**config.mk**
```make
export PLATFORM = sky130hd
export DESIGN_NAME = spi_cmd_sequencer
export DESIGN_NICKNAME = d
export VERILOG_FILES = /design/src/rtl/spi_seq_pkg.sv /design/src/rtl/spi_seq_regs.sv /design/src/rtl/spi_seq_clkdiv.sv /design/src/rtl/spi_seq_shift.sv /design/src/rtl/spi_seq_ctrl.sv /design/src/rtl/spi_cmd_sequencer.sv
export SDC_FILE = /design/constraint.sdc
export NUM_CORES = 1
export LEC_CHECK = 0
export BUFFER_PORTS_ARGS = -buffer_cell sky130_fd_sc_hd__buf_2
export CAP_MARGIN = 5
export CELL_PAD_IN_SITES_DETAIL_PLACEMENT = 1
export CELL_PAD_IN_SITES_GLOBAL_PLACEMENT = 2
export CORE_ASPECT_RATIO = 1.25
export CORE_MARGIN = 1.5
export CORE_UTILIZATION = 40
export CTS_BUF_LIST = sky130_fd_sc_hd__clkbuf_16
export CTS_CLUSTER_DIAMETER = 200
export DETAILED_ROUTE_END_ITERATION = 10
export PLACE_DENSITY_LB_ADDON = 0.1
export SLEW_MARGIN = 20
export SYNTH_ARGS = -nofsm -noshare
export SYNTH_HDL_FRONTEND = slang
export SYNTH_SLANG_ARGS = --single-unit
```
**constraint.sdc**
```tcl
create_clock -name clk -period 3.2 [get_ports clk]
set_input_delay 0 -clock clk [delete_from_list [all_inputs] [get_ports clk]]
set_output_delay 0 -clock clk [all_outputs]
set_load 0.03 [all_outputs]
```
**src/rtl/spi_seq_pkg.sv**
```systemverilog
package spi_seq_pkg;
  typedef enum logic [1:0] {
    ST_IDLE  = 2'd0,
    ST_SHIFT = 2'd1,
    ST_TAIL  = 2'd2
  } seq_state_e;
endpackage

```
**src/rtl/spi_seq_regs.sv**
```systemverilog
module spi_seq_regs #(
  parameter int MAX_BYTES = 4,
  parameter int BYTE_W    = 8,
  parameter int DIV_W     = 8,
  parameter int CNT_W     = 3,
  parameter int SEL_W     = 3
) (
  input  logic                            clk,
  input  logic                            rst_n,
  input  logic                            we,
  input  logic [SEL_W-1:0]                sel,
  input  logic [BYTE_W-1:0]               wdata,
  input  logic                            irq_clr,
  input  logic                            busy,
  input  logic                            frame_done,
  input  logic                            frame_reject,
  output logic [BYTE_W-1:0]               instr_q,
  output logic [(MAX_BYTES-1)*BYTE_W-1:0] data_flat,
  output logic [CNT_W-1:0]                count_q,
  output logic [DIV_W-1:0]                half_q,
  output logic                            go_q,
  output logic                            irq_q
);
  localparam int SEL_INSTR = 0;
  localparam int SEL_COUNT = MAX_BYTES;
  localparam int SEL_CTRL  = MAX_BYTES + 1;
  localparam int SEL_DIV   = MAX_BYTES + 2;

  logic wr_ok;
  assign wr_ok = we && !busy;

  always_ff @(posedge clk or negedge rst_n) begin
    if (!rst_n) instr_q <= '0;
    else if (wr_ok && sel == SEL_W'(SEL_INSTR)) instr_q <= wdata;
  end

  genvar gi;
  generate
    for (gi = 1; gi < MAX_BYTES; gi++) begin : g_data
      logic [BYTE_W-1:0] dq;
      always_ff @(posedge clk or negedge rst_n) begin
        if (!rst_n) dq <= '0;
        else if (wr_ok && sel == SEL_W'(gi)) dq <= wdata;
      end
      assign data_flat[(gi-1)*BYTE_W +: BYTE_W] = dq;
    end
  endgenerate

  always_ff @(posedge clk or negedge rst_n) begin
    if (!rst_n) count_q <= '0;
    else if (frame_done) count_q <= '0;
    else if (wr_ok && sel == SEL_W'(SEL_COUNT)) count_q <= wdata[CNT_W-1:0];
  end

  always_ff @(posedge clk or negedge rst_n) begin
    if (!rst_n) half_q <= DIV_W'(1);
    else if (wr_ok && sel == SEL_W'(SEL_DIV)) half_q <= wdata[DIV_W-1:0];
  end

  always_ff @(posedge clk or negedge rst_n) begin
    if (!rst_n) go_q <= 1'b0;
    else if (frame_done || frame_reject) go_q <= 1'b0;
    else if (wr_ok && sel == SEL_W'(SEL_CTRL)) go_q <= wdata[0];
  end

  always_ff @(posedge clk or negedge rst_n) begin
    if (!rst_n) irq_q <= 1'b0;
    else if (frame_done) irq_q <= 1'b1;
    else if (irq_clr) irq_q <= 1'b0;
  end

  // end of frame clears start bit and count
  p_auto_clear_r6: assert property (@(posedge clk) disable iff (!rst_n)
    frame_done |=> (!go_q && count_q == '0));
  // end of frame sets the flag
  p_irq_set_r7: assert property (@(posedge clk) disable iff (!rst_n)
    frame_done |=> irq_q);
  // a rejected start never touches the flag
  p_reject_quiet_r8: assert property (@(posedge clk) disable iff (!rst_n)
    (frame_reject && !irq_clr) |=> ($stable(irq_q) && !go_q));
  // writes while busy are dropped
  p_locked_instr_r9: assert property (@(posedge clk) disable iff (!rst_n)
    (busy && we && sel == SEL_W'(SEL_INSTR)) |=> $stable(instr_q));
  p_locked_div_r9: assert property (@(posedge clk) disable iff (!rst_n)
    (busy && we && sel == SEL_W'(SEL_DIV)) |=> $stable(half_q));
endmodule

```
**src/rtl/spi_seq_clkdiv.sv**
```systemverilog
module spi_seq_clkdiv #(
  parameter int DIV_W = 8
) (
  input  logic             clk,
  input  logic             rst_n,
  input  logic             en,
  input  logic [DIV_W-1:0] half,
  output logic             sck,
  output logic             rise_p,
  output logic             fall_p
);
  logic [DIV_W-1:0] cnt_q;
  logic [DIV_W-1:0] lim;
  logic             tick;

  assign lim  = (half == '0) ? '0 : half - DIV_W'(1);
  assign tick = en && (cnt_q == lim);

  always_ff @(posedge clk or negedge rst_n) begin
    if (!rst_n) begin
      cnt_q <= '0;
      sck   <= 1'b0;
    end else if (!en) begin
      cnt_q <= '0;
      sck   <= 1'b0;
    end else if (tick) begin
      cnt_q <= '0;
      sck   <= ~sck;
    end else begin
      cnt_q <= cnt_q + DIV_W'(1);
    end
  end

  assign rise_p = tick && !sck;
  assign fall_p = tick && sck;

  // clock returns to idle low whenever disabled
  p_sck_idle_r3: assert property (@(posedge clk) disable iff (!rst_n)
    !en |=> !sck);
  // a rise pulse produces a high clock next cycle
  p_rise_edge_r5: assert property (@(posedge clk) disable iff (!rst_n)
    rise_p |=> sck);
endmodule

```
**src/rtl/spi_seq_shift.sv**
```systemverilog
module spi_seq_shift #(
  parameter int FRAME_W = 32
) (
  input  logic               clk,
  input  logic               rst_n,
  input  logic               load,
  input  logic [FRAME_W-1:0] load_word,
  input  logic               shift,
  output logic               mosi
);
  logic [FRAME_W-1:0] sr_q;

  always_ff @(posedge clk or negedge rst_n) begin
    if (!rst_n) sr_q <= '0;
    else if (load) sr_q <= load_word;
    else if (shift) sr_q <= {sr_q[FRAME_W-2:0], 1'b0};
  end

  assign mosi = sr_q[FRAME_W-1];

  // loaded word presents its top bit first
  p_msb_first_r2: assert property (@(posedge clk) disable iff (!rst_n)
    load |=> (mosi == $past(load_word[FRAME_W-1])));
endmodule

```
**src/rtl/spi_seq_ctrl.sv**
```systemverilog
module spi_seq_ctrl
  import spi_seq_pkg::*;
#(
  parameter int MAX_BYTES = 4,
  parameter int BYTE_W    = 8,
  parameter int CNT_W     = 3
) (
  input  logic             clk,
  input  logic             rst_n,
  input  logic             go,
  input  logic [CNT_W-1:0] count,
  input  logic             fall_p,
  output logic             start,
  output logic             frame_done,
  output logic             frame_reject,
  output logic             busy,
  output logic             ss_n,
  output logic             clk_en
);
  localparam int BITS_W = $clog2(MAX_BYTES * BYTE_W + 1);

  seq_state_e        state_q;
  logic [BITS_W-1:0] bits_q;
  logic              cnt_ok;

  assign cnt_ok       = (count != '0) && (count <= CNT_W'(MAX_BYTES));
  assign start        = (state_q == ST_IDLE) && go && cnt_ok;
  assign frame_reject = (state_q == ST_IDLE) && go && !cnt_ok;
  assign frame_done   = (state_q == ST_TAIL);
  assign busy         = (state_q != ST_IDLE);
  assign ss_n         = (state_q == ST_IDLE);
  assign clk_en       = (state_q == ST_SHIFT);

  always_ff @(posedge clk or negedge rst_n) begin
    if (!rst_n) begin
      state_q <= ST_IDLE;
      bits_q  <= '0;
    end else begin
      unique case (state_q)
        ST_IDLE: begin
          if (start) begin
            state_q <= ST_SHIFT;
            bits_q  <= BITS_W'(count) * BITS_W'(BYTE_W);
          end
        end
        ST_SHIFT: begin
          if (fall_p) begin
            bits_q <= bits_q - BITS_W'(1);
            if (bits_q == BITS_W'(1)) state_q <= ST_TAIL;
          end
        end
        ST_TAIL: state_q <= ST_IDLE;
        default: state_q <= ST_IDLE;
      endcase
    end
  end

  // the tail cycle releases chip select on the next edge
  p_tail_short_r4: assert property (@(posedge clk) disable iff (!rst_n)
    frame_done |=> ss_n);
  // a reject never leaves idle
  p_reject_idle_r8: assert property (@(posedge clk) disable iff (!rst_n)
    frame_reject |=> !busy);
  // shifting always has bits outstanding
  p_bits_left_r2: assert property (@(posedge clk) disable iff (!rst_n)
    clk_en |-> (bits_q != '0));
endmodule

```
**src/rtl/spi_cmd_sequencer.sv**
```systemverilog
module spi_cmd_sequencer #(
  parameter int MAX_BYTES = 4,
  parameter int BYTE_W    = 8,
  parameter int DIV_W     = 8,
  parameter int CNT_W     = $clog2(MAX_BYTES + 1),
  parameter int SEL_W     = $clog2(MAX_BYTES + 3)
) (
  input  logic              clk,
  input  logic              rst_n,
  input  logic              reg_we,
  input  logic [SEL_W-1:0]  reg_sel,
  input  logic [BYTE_W-1:0] reg_wdata,
  input  logic              irq_clr,
  output logic              busy,
  output logic              tx_go,
  output logic [CNT_W-1:0]  byte_count,
  output logic              irq_flag,
  output logic              spi_ss_n,
  output logic              spi_sck,
  output logic              spi_mosi
);
  localparam int FRAME_W = MAX_BYTES * BYTE_W;

  logic [BYTE_W-1:0]               instr_q;
  logic [(MAX_BYTES-1)*BYTE_W-1:0] data_flat;
  logic [DIV_W-1:0]                half_q;
  logic                            start, frame_done, frame_reject, clk_en;
  logic                            rise_p, fall_p;

  spi_seq_regs #(
    .MAX_BYTES(MAX_BYTES), .BYTE_W(BYTE_W), .DIV_W(DIV_W),
    .CNT_W(CNT_W), .SEL_W(SEL_W)
  ) u_regs (
    .clk(clk), .rst_n(rst_n), .we(reg_we), .sel(reg_sel), .wdata(reg_wdata),
    .irq_clr(irq_clr), .busy(busy), .frame_done(frame_done),
    .frame_reject(frame_reject), .instr_q(instr_q), .data_flat(data_flat),
    .count_q(byte_count), .half_q(half_q), .go_q(tx_go), .irq_q(irq_flag)
  );

  spi_seq_ctrl #(
    .MAX_BYTES(MAX_BYTES), .BYTE_W(BYTE_W), .CNT_W(CNT_W)
  ) u_ctrl (
    .clk(clk), .rst_n(rst_n), .go(tx_go), .count(byte_count), .fall_p(fall_p),
    .start(start), .frame_done(frame_done), .frame_reject(frame_reject),
    .busy(busy), .ss_n(spi_ss_n), .clk_en(clk_en)
  );

  spi_seq_clkdiv #(.DIV_W(DIV_W)) u_clk (
    .clk(clk), .rst_n(rst_n), .en(clk_en), .half(half_q),
    .sck(spi_sck), .rise_p(rise_p), .fall_p(fall_p)
  );

  spi_seq_shift #(.FRAME_W(FRAME_W)) u_shift (
    .clk(clk), .rst_n(rst_n), .load(start), .load_word({instr_q, data_flat}),
    .shift(fall_p), .mosi(spi_mosi)
  );

  // clock high only inside chip select
  p_sck_in_frame_r4: assert property (@(posedge clk) disable iff (!rst_n)
    spi_sck |-> !spi_ss_n);
  // data steady while the clock is high
  p_mosi_steady_r3: assert property (@(posedge clk) disable iff (!rst_n)
    (spi_sck && $past(spi_sck)) |-> $stable(spi_mosi));
endmodule

```
## After elaboration in Yosys (flattened, before gate mapping)

Index checks and enable logic that the tools add are counted.
W data, S select, Z words.

- Register bits: 94
- Bits of input ports: 15
- Logic and storage cells: 81

- Add/sub/neg operators: 3
- $lt $le $gt $ge: 1
- Equality and inequality tests: 14
- Mux-type cells: 20
- Bitwise gates (word level): 1
- Reductions and logical operators: 29

Operator list:

| cell | count |
|---|---|
| $mux W32 | 2 |
| $mux W8 | 3 |
| $logic_and A1 B1 Y1 | 14 |
| $mux W6 | 2 |
| $pmux W6 S2 | 1 |
| $reduce_bool A2 Y1 | 6 |
| $eq A3 B3 Y1 const B | 3 |
| $add A8 B1 Y8 const B | 1 |
| $eq A8 B8 Y1 | 1 |
| $logic_not A8 Y1 | 1 |
| $sub A8 B1 Y8 const B | 1 |
| $eq A3 B2 Y1 const B | 2 |
| $eq A6 B1 Y1 const B | 1 |
| $mux W1 | 6 |
| $mux W2 | 3 |
| $mux W3 | 2 |
| $ne A2 B2 Y1 const B | 3 |
| $reduce_and A3 Y1 | 2 |
| $sub A6 B1 Y6 const B | 1 |
| $pmux W2 S2 | 1 |
| $eq A3 B1 Y1 const B | 1 |
| $le A3 B3 Y1 const B | 1 |
| $logic_not A3 Y1 | 1 |
| $reduce_bool A3 Y1 | 1 |
| 7 further kinds | 8 |

## Depth between registers and ports, before layout

Gate-level depths: netlist of run 1.

- Word-level depth: 7
- Gate-level depth with buffers: 10

## Cells and area by module

Synthesis of run 1 repeated with hierarchy kept, for this count alone.

- Cell total of the unflattened synthesis: 409
- Area, all modules: 4724.5 µm²

Modules (own cells, without submodules):

| module | times used | cells an instance | area an instance (µm²) | sequential area each (µm²) |
|---|---|---|---|---|
| spi_seq_regs | 1 | 112 | 1800.5 | 1127.3 |
| spi_seq_shift | 1 | 139 | 1512.7 | 800.8 |
| spi_seq_clkdiv | 1 | 103 | 878.3 | 225.2 |
| spi_seq_ctrl | 1 | 55 | 533.0 | 200.2 |

## Worst setup path before layout of run 1

OpenSTA, ideal clock, no wires.

- Path kind: reg-to-reg
- From: register u_regs.half_q[0]
- To: register u_shift.sr_q[11]
- Setup time: 0.119 ns
- Arrival: 2.540 ns
- Data required time: 3.081 ns
- Setup slack: 0.541 ns
- Stages on the path, launching flop included: 11
- Clock period less this slack: 2.659 ns
- Path through: dfstp_2 > inv_1 > ha_1 > nor3b_1 > or3b_2 > a311oi_1 > o32a_2 > nand4_4 > buf_6 > o22a_2 > o21a_1

- Longest elaborated chain between the ends: 6

Ends and longest elaborated chain:

| item | line | text |
|---|---|---|
| start: declaration | spi_seq_regs.sv:20 | `output logic [DIV_W-1:0] half_q,` |
| start signal: assignment | spi_seq_regs.sv:57 | `else if (wr_ok && sel == SEL_W'(SEL_DIV)) half_q <= wdata[DIV_W-1:0];` |
| $sub A8 B1 Y8 or $logic_not A8 Y1 (tied branches) | spi_seq_clkdiv.sv:16 | `assign lim = (half == '0) ? '0 : half - DIV_W'(1);` |
| $mux W8 (*) | spi_seq_clkdiv.sv:16 |  |
| $eq A8 B8 Y1 (*) | spi_seq_clkdiv.sv:17 | `assign tick = en && (cnt_q == lim);` |
| $logic_and A1 B1 Y1 (*) | spi_seq_clkdiv.sv:17 |  |
| $logic_and A1 B1 Y1 (*) | spi_seq_clkdiv.sv:35 | `assign fall_p = tick && sck;` |
| $reduce_bool A2 Y1 (no line) (*) | -- |  |
| end signal: assignment | spi_seq_shift.sv:15 | `else if (load) sr_q <= load_word;` |
| end signal: assignment | spi_seq_shift.sv:16 | `else if (shift) sr_q <= {sr_q[FRAME_W-2:0], 1'b0};` |
| end: declaration | spi_seq_shift.sv:11 | `logic [FRAME_W-1:0] sr_q;` |

Mark *: on every way between the ends. The rest lies on a longest branch, timed or not.
A chain may end at the register's enable or synchronous reset.

## Worst setup path after layout of run 1

- From: register u_regs.half_q[2]
- To: register u_shift.sr_q[11]

The elaborated chain is that of the path after synthesis.

==> results of run 1 <==
[critical path, cell delays in order, from the launching register on]
cell and delay [ns]:
dfrtp_1 0.44, or4_1 0.65, or3_4 0.45, a311oi_1 0.23
o32a_2 0.23, nand4_4 0.24, buf_4 0.30, o22a_2 0.24
o21a_1 0.10
[state kept, by name, summed over array words and instances, names as in the netlist]
register and cells:
u_regs.irq_q 1, u_shift.sr_q 32, u_regs.go_q 1, u_ctrl.state_q 2, u_regs.count_q 3, u_regs.instr_q 8
u_clk.cnt_q 8, u_regs.half_q 8, u_clk.sck 1, u_regs.g_data.dq 24, u_ctrl.bits_q 6
[stage by stage]
| step | worst slack, ns | total power [mW] | util |
|---|---|---|---|
| floorplan | 0.541 | 3.20 | - |
| global placement | 0.246 | 3.57 | 0.439 |
| detailed placement | 0.187 | 3.64 | 0.439 |
| CTS | 0.177 | 4.64 | 0.466 |
| global route | 0.0284 | 4.89 | 0.466 |
| finish | 0.208 | 4.57 | 0.466 |
[layer usage]
| layer | vias to the layer above | track usage | share of wire |
|---|---|---|---|
| met5 | - | 0 | 0 |
| met4 | 0 | 0.0652 | 0.014 |
| met3 | 10 | 0.0214 | 0.015 |
| met2 | 28 | 0.317 | 0.50 |
| met1 | 1535 | 0.249 | 0.47 |
| li1 | 1380 | - | - |
[power by group]
| group | total [mW] | internal (mW) | switching [mW] |
|---|---|---|---|
| Combinational | 1.46 | 0.759 | 0.700 |
| Sequential | 2.13 | 1.73 | 0.400 |
| Clock | 0.975 | 0.522 | 0.454 |
[how the worst max path moves through the flow]
stage                                 startpoint  cells past startpoint                           end  slack (ns)
global route        u_regs.half_q[2]$_DFFE_PN0P_                      8  u_shift.sr_q[19]$_DFFE_PN0P_        0.03
detailed placement  u_regs.half_q[2]$_DFFE_PN0P_                      8  u_shift.sr_q[11]$_DFFE_PN0P_        0.19
global placement    u_regs.half_q[0]$_DFFE_PN1P_                     11  u_shift.sr_q[23]$_DFFE_PN0P_        0.25
CTS                 u_regs.half_q[2]$_DFFE_PN0P_                      8  u_shift.sr_q[11]$_DFFE_PN0P_        0.18
finish              u_regs.half_q[2]$_DFFE_PN0P_                      8  u_shift.sr_q[11]$_DFFE_PN0P_        0.21
floorplan           u_regs.half_q[0]$_DFFE_PN1P_                     10  u_shift.sr_q[11]$_DFFE_PN0P_        0.54
[cells in the final DEF, fill, tap and decap left out, drive strengths merged, types with 8 or more instances in the layout]
master	synthesis	final
o21a	32	32
nor2	21	21
o22a	31	31
nand2	11	11
inv	13	16
nand3	13	13
clkbuf	4	9
buf	11	32
xor2	8	8
mux2	40	40
dfrtp	93	93
[layout make-up]
| cell class | instances | area [µm²] | share of cell area |
|---|---|---|---|
| flip-flops and latches | 94 | 2350 | 0.473 |
| multi-input cells | 237 | 1910 | 0.383 |
| repair buffers | 34 | 234 | 0.0471 |
| clock buffers | 9 | 225 | 0.0453 |
| well taps | 132 | 165 | 0.0332 |
| inverters | 13 | 48.8 | 0.00982 |
| clock inverters | 7 | 38.8 | 0.00780 |
[kinds of logic (layout without fill, tap and decap cells)]
logic type      count (synthesis)  in the layout
flops                          94             94
compound gates                 92             92
mux                            44             44
buf+inv                        28             63
fa+ha+maj                       4              4
xor+xnor                       13             13
simple gates                   84             84
==> flow_metrics.env, run 1 <==
export IMPL_worst_pin_slew_ns=0.737
export IMPL_cts_buffer_depth=2
export IMPL_synth_top_family_by_area="compound AO/OA/AOI/OAI gates"
export IMPL_routabilityCongestion=0.744
export IMPL_worstSkewPairLatency_ns=0.34
export IMPL_yosys_warnings=0
export IMPL_period_share=0.935
export IMPL_cellPowerDensity_nw_per_um2=918
export IMPL_ant_nets=0
export IMPL_post_cts_buffers=0
export IMPL_grt_pass1_vias=3194
export IMPL_yosys_top_cells_area="dfrtp_1, mux2_2, o21a_1"
export IMPL_grt_usage=0.187
export IMPL_hold_viol=0
export IMPL_cp_max_fo=17
export IMPL_wl_um=9940
export IMPL_numPlacedInstances=508
export IMPL_dieArea_um2=11700
export IMPL_r2r_end="u_shift.sr_q[11]$_DFFE_PN0P_"
export IMPL_cap_violations=0
export IMPL_final_setup_tns_ns=0
export IMPL_synth_xor_area_frac=0.0258
export IMPL_cts_resized=0
export IMPL_slew_headroom=0.509
export IMPL_cts_hold_buf=2
export IMPL_synth_distinct_cells=54
export IMPL_hold_slack_ns=0.0237
export IMPL_synth_most_common_cell="dfrtp_1"
export IMPL_async_flop_share=1.00
export IMPL_cp_start_kind="register"
export IMPL_synth_edf_count=0
export IMPL_grt_overflow=0
export IMPL_grt_pass1_wl_um=17000
export IMPL_ys_seq_area_frac=0.533
export IMPL_setup_viol=0
export IMPL_outcome="completed"
export IMPL_dp_hpwl_um=6770
export IMPL_antenna_found_initial=0
export IMPL_fin_area_um2=4970
export IMPL_numCtsBuffers=9
export IMPL_drc=0
export IMPL_die_y_um=121
export IMPL_r2r_setup_slack_ns=0.21
export IMPL_yosysTopAreaCellShare=0.527
export IMPL_hold_depth=2
export IMPL_layout_nets=408
export IMPL_arrival_ns=3.22
export IMPL_synth_nets=378
export IMPL_drt_iter0_drc=115
export IMPL_syn_area_per_cell_um2=12.3
export IMPL_wl_per_cell_um=18.9
export IMPL_drt_vias_per_instance=5.61
export IMPL_die_x_um=97.0
export IMPL_worstHoldPathType="in -> reg"
export IMPL_synthAdderAreaFrac=0.0113
export IMPL_reg2reg_depth=8
export IMPL_coreArea_um2=10700
export IMPL_rsz0062_at_grt="no"
export IMPL_cts_clk_slew_worst_paths_ns=0.07
export IMPL_start_util=0.414
export IMPL_synthesis_area_um2=4420
export IMPL_netlist_top_cells_count="dfrtp_1, mux2_2, o21a_1"
export IMPL_grt_max_degree=79
export IMPL_fin_cells=526
export IMPL_min_period_ns=2.99
export IMPL_ios=24
export IMPL_rr_startpoint="u_regs.half_q[2]$_DFFE_PN0P_"
export IMPL_area_growth_pct=12.5
export IMPL_p_leak_nw=2.16
export IMPL_peakVddDrop_mv=0.326
export IMPL_drt_pass1_iterations=4
export IMPL_placed_area_um2=4680
export IMPL_row_count=42
export IMPL_min_from="reg_wdata[7]"
export IMPL_insertedDiodeCount=0
export IMPL_fmax_ghz=0.334
export IMPL_yosys_most_used_dff="dfrtp_1"
export IMPL_drv_slew=0
export IMPL_vias=2953
export IMPL_cts_root_buf="clkbuf_16"
export IMPL_skew_ns=0.00976
export IMPL_yosys_area_share_simple=0.106
export IMPL_synth_top_area_cell="dfrtp_1"
export IMPL_synth_compound_area_frac=0.177
export IMPL_netlist_instances=359
export IMPL_cts_max_level=3
export IMPL_crit_type="reg -> reg"
export IMPL_ys_ff_latch=94
export IMPL_critPathCaptureType="register"
export IMPL_hold_end="u_regs.g_data[3].dq[7]$_DFFE_PN0P_"
export IMPL_fill_cells=1131
export IMPL_io_buffers=23
export IMPL_required_ns=3.43
export IMPL_synth_mux_area_frac=0.111
export IMPL_cts_tree="built"
export IMPL_cts_sinks=94
export IMPL_drive_gt1_frac=0.299
Note: power is estimated with default switching activity, not from simulation.
==> inputs of run 2 (changes only) <==
--- a/config.mk
+++ b/config.mk
@@ -8,7 +8,7 @@
 export BUFFER_PORTS_ARGS = -buffer_cell sky130_fd_sc_hd__buf_2
 export CAP_MARGIN = 5
 export CELL_PAD_IN_SITES_DETAIL_PLACEMENT = 1
-export CELL_PAD_IN_SITES_GLOBAL_PLACEMENT = 2
+export CELL_PAD_IN_SITES_GLOBAL_PLACEMENT = 1
 export CORE_ASPECT_RATIO = 1.25
 export CORE_MARGIN = 1.5
 export CORE_UTILIZATION = 40
==> run 2 against run 1 <==
Net effect: global-route usage grew 0.13 points; combinational power is essentially flat; core utilization is essentially flat; power grew 1.6%; critical endpoint is now u_shift.sr_q[17]$_DFFE_PN0P_.
==> flow_metrics.env, run 2 (same netlist as run 1, synthesis figures left out) <==
export IMPL_reg_largest_list="u_shift.sr_q x32, u_regs.g_data.dq x24"
export IMPL_ant_nets=0
export IMPL_period_share=0.933
export IMPL_drt_pass1_iterations=4
export IMPL_post_cts_buffers=0
export IMPL_hold_slack_ns=0.0140
export IMPL_start_util=0.414
export IMPL_area_growth_pct=12.5
export IMPL_cts_resized=0
export IMPL_final_setup_tns_ns=0
export IMPL_dp_hpwl_um=6810
export IMPL_drt_vias_per_instance=5.64
export IMPL_grt_overflow=0
export IMPL_routabilityCongestion=0.720
export IMPL_skew_ns=0.00476
export IMPL_wl_um=10000
export IMPL_numPlacedInstances=507
export IMPL_insertedDiodeCount=0
export IMPL_drt_iter0_drc=117
export IMPL_crit_cells=8
export IMPL_fin_cells=525
export IMPL_r2r_end="u_shift.sr_q[17]$_DFFE_PN0P_"
export IMPL_layout_commonest_cell="dfrtp_1"
export IMPL_crit_end="u_shift.sr_q[17]$_DFFE_PN0P_"
export IMPL_finalWorstSetupSlack_ns=0.215
export IMPL_vias=2961
export IMPL_cts_buffer_depth=2
export IMPL_cts_clk_slew_worst_paths_ns=0.07
export IMPL_worst_pin_slew_ns=0.728
export IMPL_min_period_ns=2.98
export IMPL_peakVddDrop_mv=0.364
export IMPL_rr_startpoint="u_regs.half_q[2]$_DFFE_PN0P_"
export IMPL_worstSkewPairLatency_ns=0.34
export IMPL_cts_root_buf="clkbuf_16"
export IMPL_layout_nets=407
export IMPL_hold_depth=2
export IMPL_rsz0062_at_grt="no"
export IMPL_antenna_found_initial=0
export IMPL_p_leak_nw=2.15
export IMPL_grt_pass1_wl_um=17100
export IMPL_drc=0
export IMPL_outcome="completed"
export IMPL_ios=24
export IMPL_layout_common_cells="dfrtp_1, mux2_2, o21a_1, buf_2, nor2_1"
export IMPL_hold_viol=0
export IMPL_die_y_um=121
export IMPL_fin_area_um2=4970
export IMPL_dieArea_um2=11700
export IMPL_worstPathCellList="or4_1, or3_4, a311oi_1, o32a_2, nand4_4, buf_4, o22a_2, o21a_1"
export IMPL_required_ns=3.43
export IMPL_coreArea_um2=10700
export IMPL_crit_buf_inv=1
export IMPL_total_power_mw=4.64
export IMPL_arrival_ns=3.22
export IMPL_cp_start_kind="register"
export IMPL_drv_slew=0
export IMPL_cellPowerDensity_nw_per_um2=933
export IMPL_cts_sinks=94
export IMPL_crit_type="reg -> reg"
export IMPL_grt_usage=0.188
export IMPL_final_util=0.466
export IMPL_cp_max_fo=20
export IMPL_critPathCaptureType="register"
export IMPL_wl_per_cell_um=19.0
export IMPL_io_buffers=23
export IMPL_worstHoldPathType="in -> reg"
export IMPL_placed_area_um2=4660
export IMPL_cpLargestDelayFamily="simple AND/OR/NAND/NOR gates"
export IMPL_setup_viol=0
export IMPL_grt_pass1_vias=3296
export IMPL_cap_violations=0
export IMPL_numCtsBuffers=9
export IMPL_cts_max_level=3
export IMPL_slew_headroom=0.515
export IMPL_drive_gt1_frac=0.303
export IMPL_largest_reg_flops=32
export IMPL_regMostFlops="u_shift.sr_q"
export IMPL_reg2reg_depth=8
export IMPL_crit_path_top_delay_cell="or4_1"
export IMPL_critPathLaunch="u_regs.half_q[2]$_DFFE_PN0P_"
export IMPL_cts_tree="built"
export IMPL_pre_cts_ws_ns=0.211
export IMPL_critPathMaxStageDelay_ns=0.65
export IMPL_die_x_um=97.0
export IMPL_grt_max_degree=57
export IMPL_row_count=42
export IMPL_r2r_setup_slack_ns=0.22
export IMPL_fmax_ghz=0.335
-- run 2: how the worst min path moves through the flow --
stage                             from                            endpoint
after floorplan                  rst_n            u_clk.cnt_q[0]$_DFF_PN0_
after CTS                 reg_wdata[4]  u_regs.g_data[1].dq[4]$_DFFE_PN0P_
after global routing      reg_wdata[4]  u_regs.g_data[1].dq[4]$_DFFE_PN0P_
final                     reg_wdata[5]       u_regs.instr_q[5]$_DFFE_PN0P_
after global placement           rst_n            u_clk.cnt_q[6]$_DFF_PN0_
after detailed placement         rst_n            u_clk.cnt_q[7]$_DFF_PN0_
-- run 2: routing by layer --
metal / track usage / share of wire
met1: 0.253 / 0.48
met2: 0.303 / 0.48
met3: 0.0243 / 0.022
met4: 0.0879 / 0.018
met5: 0 / 0
-- run 2: layout make-up --
type                    count  area, µm²
fillers                  1124       5690
flip-flops and latches     94       2350
multi-input cells         237       1910
clock buffers               9        225
repair buffers             33        210
well taps                 132        165
clock inverters             7       65.1
inverters                  13       48.8
-- run 2: worst reg2reg max path, cell delays in order, from the launching register on --
cell and delay, ns:
dfrtp_1 0.43, or4_1 0.65, or3_4 0.46, a311oi_1 0.23, o32a_2 0.23, nand4_4 0.22
buf_4 0.30, o22a_2 0.25, o21a_1 0.11
-- run 2: where the power goes --
group	total, mW	internal (mW)	switching [mW]
registers	2.14	1.73	0.406
clock network	1.05	0.600	0.450
logic	1.45	0.752	0.703
total	4.64	3.08	1.56
-- run 2: what timing repair did --
item	in CTS	in global routing
hold buffers	2	0
endpoints found under the hold margin	54	0
endpoints found under the setup margin	0	0
==> inputs of run 3 (changes only) <==
--- a/config.mk
+++ b/config.mk
@@ -11,7 +11,7 @@
 export CELL_PAD_IN_SITES_GLOBAL_PLACEMENT = 1
 export CORE_ASPECT_RATIO = 1.25
 export CORE_MARGIN = 1.5
-export CORE_UTILIZATION = 40
+export CORE_UTILIZATION = 50
 export CTS_BUF_LIST = sky130_fd_sc_hd__clkbuf_16
 export CTS_CLUSTER_DIAMETER = 200
 export DETAILED_ROUTE_END_ITERATION = 10
@@ -19,4 +19,5 @@
 export SLEW_MARGIN = 20
 export SYNTH_ARGS = -nofsm -noshare
 export SYNTH_HDL_FRONTEND = slang
+export SYNTH_HIERARCHICAL = 1
 export SYNTH_SLANG_ARGS = --single-unit
==> run 3 against run 2 <==
Net effect: combinational power rose by 20%; synthesized cell count rose by 14%; setup slack got worse by 0.20 ns; hold slack improved by 0.0058 ns; sequential share of layout area fell by 5.0 points; highest routed layer unchanged.
==> flow_metrics.env, run 3 <==
export IMPL_cts_root_buf="clkbuf_16"
export IMPL_setup_viol=0
export IMPL_grt_max_degree=71
export IMPL_wl_um=10900
export IMPL_use_met2=0.393
export IMPL_crit_path_top_delay_cell="or4_4"
export IMPL_synthesis_area_um2=4720
export IMPL_vias=3232
export IMPL_worstHoldPathType="in -> reg"
export IMPL_rr_startpoint="u_regs/half_q[1]$_DFFE_PN0P_"
export IMPL_start_util=0.514
export IMPL_yosys_warnings=6
export IMPL_hold_end="u_regs/count_q[0]$_DFFE_PN0P_"
export IMPL_cts_clk_slew_worst_paths_ns=0.06
export IMPL_layout_common_cells="dfrtp_1, nand2_1, mux2_2, mux2i_1, o21ai_1"
export IMPL_grt_usage=0.228
export IMPL_drt_vias_per_instance=5.58
export IMPL_p_leak_nw=2.36
export IMPL_reg_largest_list="u_shift/sr_q x32, u_regs/g_data.dq x24"
export IMPL_die_x_um=89.9
export IMPL_peakVddDrop_mv=0.495
export IMPL_required_ns=3.40
export IMPL_grt_overflow=0
export IMPL_total_power_mw=4.88
export IMPL_drv_slew=0
export IMPL_hold_viol=0
export IMPL_rsz0062_at_grt="yes"
export IMPL_dp_hpwl_um=7290
export IMPL_layout_commonest_cell="dfrtp_1"
export IMPL_cap_violations=0
export IMPL_crit_buf_inv=3
export IMPL_cts_buffer_depth=2
export IMPL_crit_cells=12
export IMPL_cp_start_kind="register"
export IMPL_largest_reg_flops=32
export IMPL_routabilityCongestion=0.924
export IMPL_ant_nets=0
export IMPL_grt_use_met1=0.285
export IMPL_dieArea_um2=10000
export IMPL_grt_busiest_layer="met2"
export IMPL_cts_max_level=3
export IMPL_hold_slack_ns=0.0198
export IMPL_synth_nets=427
export IMPL_layout_nets=471
export IMPL_drt_iter0_drc=161
export IMPL_fmax_ghz=0.314
export IMPL_coreArea_um2=9170
export IMPL_min_from="reg_wdata[0]"
export IMPL_cellPowerDensity_nw_per_um2=878
export IMPL_r2r_setup_slack_ns=0.02
export IMPL_worstSkewPairLatency_ns=0.34
export IMPL_critPathMaxStageDelay_ns=0.54
export IMPL_outcome="completed"
export IMPL_numCtsBuffers=9
export IMPL_wl_per_cell_um=18.8
export IMPL_drt_pass1_iterations=4
export IMPL_crit_type="reg -> reg"
export IMPL_final_util=0.606
export IMPL_cp_max_fo=8
export IMPL_insertedDiodeCount=0
export IMPL_worstPathCellList="inv_2, ha_4, or3b_4, nor4_4, or3_4, o211ai_1, or4_4, nor3_4, buf_6, buf_12, mux2i_2, o21ai_1"
export IMPL_grt_pass1_vias=3484
export IMPL_netlist_instances=408
export IMPL_syn_area_per_cell_um2=11.6
export IMPL_drc=0
export IMPL_drive_gt1_frac=0.329
export IMPL_r2r_end="u_shift/sr_q[17]$_DFFE_PN0P_"
export IMPL_slew_headroom=0.528
export IMPL_cts_tree="built"
export IMPL_io_buffers=23
export IMPL_arrival_ns=3.39
export IMPL_die_y_um=112
export IMPL_ios=24
export IMPL_critPathCaptureType="register"
export IMPL_grt_util_met3=0.0458
export IMPL_hold_depth=3
export IMPL_min_period_ns=3.18
export IMPL_row_count=39
export IMPL_reg2reg_depth=12
export IMPL_cpLargestDelayFamily="simple AND/OR/NAND/NOR gates"
export IMPL_period_share=0.995
export IMPL_skew_ns=0.00899
export IMPL_area_growth_pct=17.8
export IMPL_regMostFlops="u_shift/sr_q"
export IMPL_worst_pin_slew_ns=0.701
export IMPL_grt_pass1_wl_um=17700
export IMPL_final_setup_tns_ns=0
export IMPL_antenna_found_initial=0
export IMPL_cts_sinks=94
[run 3: changes by cell type in the layout (fill, tap and decap cells not counted), moves of 9 or more]
| cell | delta |
|---|---|
| buf_4 | +10 |
| mux2i_1 | +24 |
| nand2_1 | +32 |
| nor2_1 | -9 |
| o21a_1 | -31 |
| o21ai_1 | +27 |
| o22a_1 | -13 |
| o22a_2 | -18 |
[run 3: what timing repair did]
| item | CTS | global route |
|---|---|---|
| gates cloned | 0 | 1 |
| resized for setup | 4 | 25 |
| endpoints found under the hold margin | 39 | 0 |
| setup buffers | 2 | 4 |
| hold buffers | 7 | 0 |
| pin swaps | 0 | 6 |
| setup endpoints to repair | 11 | 35 |
[run 3: stage by stage]
| stage | instances | worst slack, ns | area (µm²) |
|---|---|---|---|
| 5_1_grt | 579 | -0.0734 | 5560 |
| 6_report | 579 | 0.0164 | 5560 |
| 2_1_floorplan | 408 | 0.00892 | 4750 |
| 3_3_place_gp | 550 | 0.0453 | 5010 |
| 4_1_cts | 574 | 0.0107 | 5400 |
| 3_5_place_dp | 550 | -0.0288 | 5010 |
[run 3: final cells by class]
class / count / area, µm²
clock inverters: 6 / 65.1
repair buffers: 54 / 434
well taps: 123 / 154
fillers: 975 / 3620
clock buffers: 9 / 225
inverters: 9 / 33.8
flip-flops and latches: 94 / 2350
multi-input cells: 284 / 2290
[run 3: worst reg2reg max path, delay by kind of cell, from the launching register on]
kind	cells	cell delay [ns]
AO/OA/AOI/OAI	2	0.24
adder cells (fa/ha/maj)	1	0.12
buffers and inverters	3	0.41
flip-flops	1	0.39
multiplexers	1	0.24
AND/OR/NAND/NOR	5	1.65
[run 3: worst max-delay path by stage]
stage               slack, ns                            to                          from
finish                   0.02  u_shift/sr_q[17]$_DFFE_PN0P_  u_regs/half_q[1]$_DFFE_PN0P_
global route            -0.07  u_ctrl/bits_q[4]$_DFFE_PN0P_  u_regs/half_q[0]$_DFFE_PN1P_
CTS                      0.01  u_shift/sr_q[22]$_DFFE_PN0P_  u_regs/half_q[1]$_DFFE_PN0P_
detailed placement      -0.03  u_ctrl/bits_q[4]$_DFFE_PN0P_  u_regs/half_q[0]$_DFFE_PN1P_
global placement         0.05  u_ctrl/bits_q[4]$_DFFE_PN0P_  u_regs/half_q[0]$_DFFE_PN1P_
floorplan               0.009  u_ctrl/bits_q[5]$_DFFE_PN0P_  u_regs/half_q[0]$_DFFE_PN1P_
[run 3: layer usage]
metal / wire length (µm) / share of wire
met1: 4830 / 0.44
met2: 5560 / 0.51
met3: 221 / 0.020
met4: 261 / 0.024
met5: 0 / 0
[run 3: where the power goes]
group / switching (mW) / internal [mW] / total (mW)
clock network: 0.443 / 0.601 / 1.04
logic: 0.872 / 0.872 / 1.74
registers: 0.414 / 1.68 / 2.09
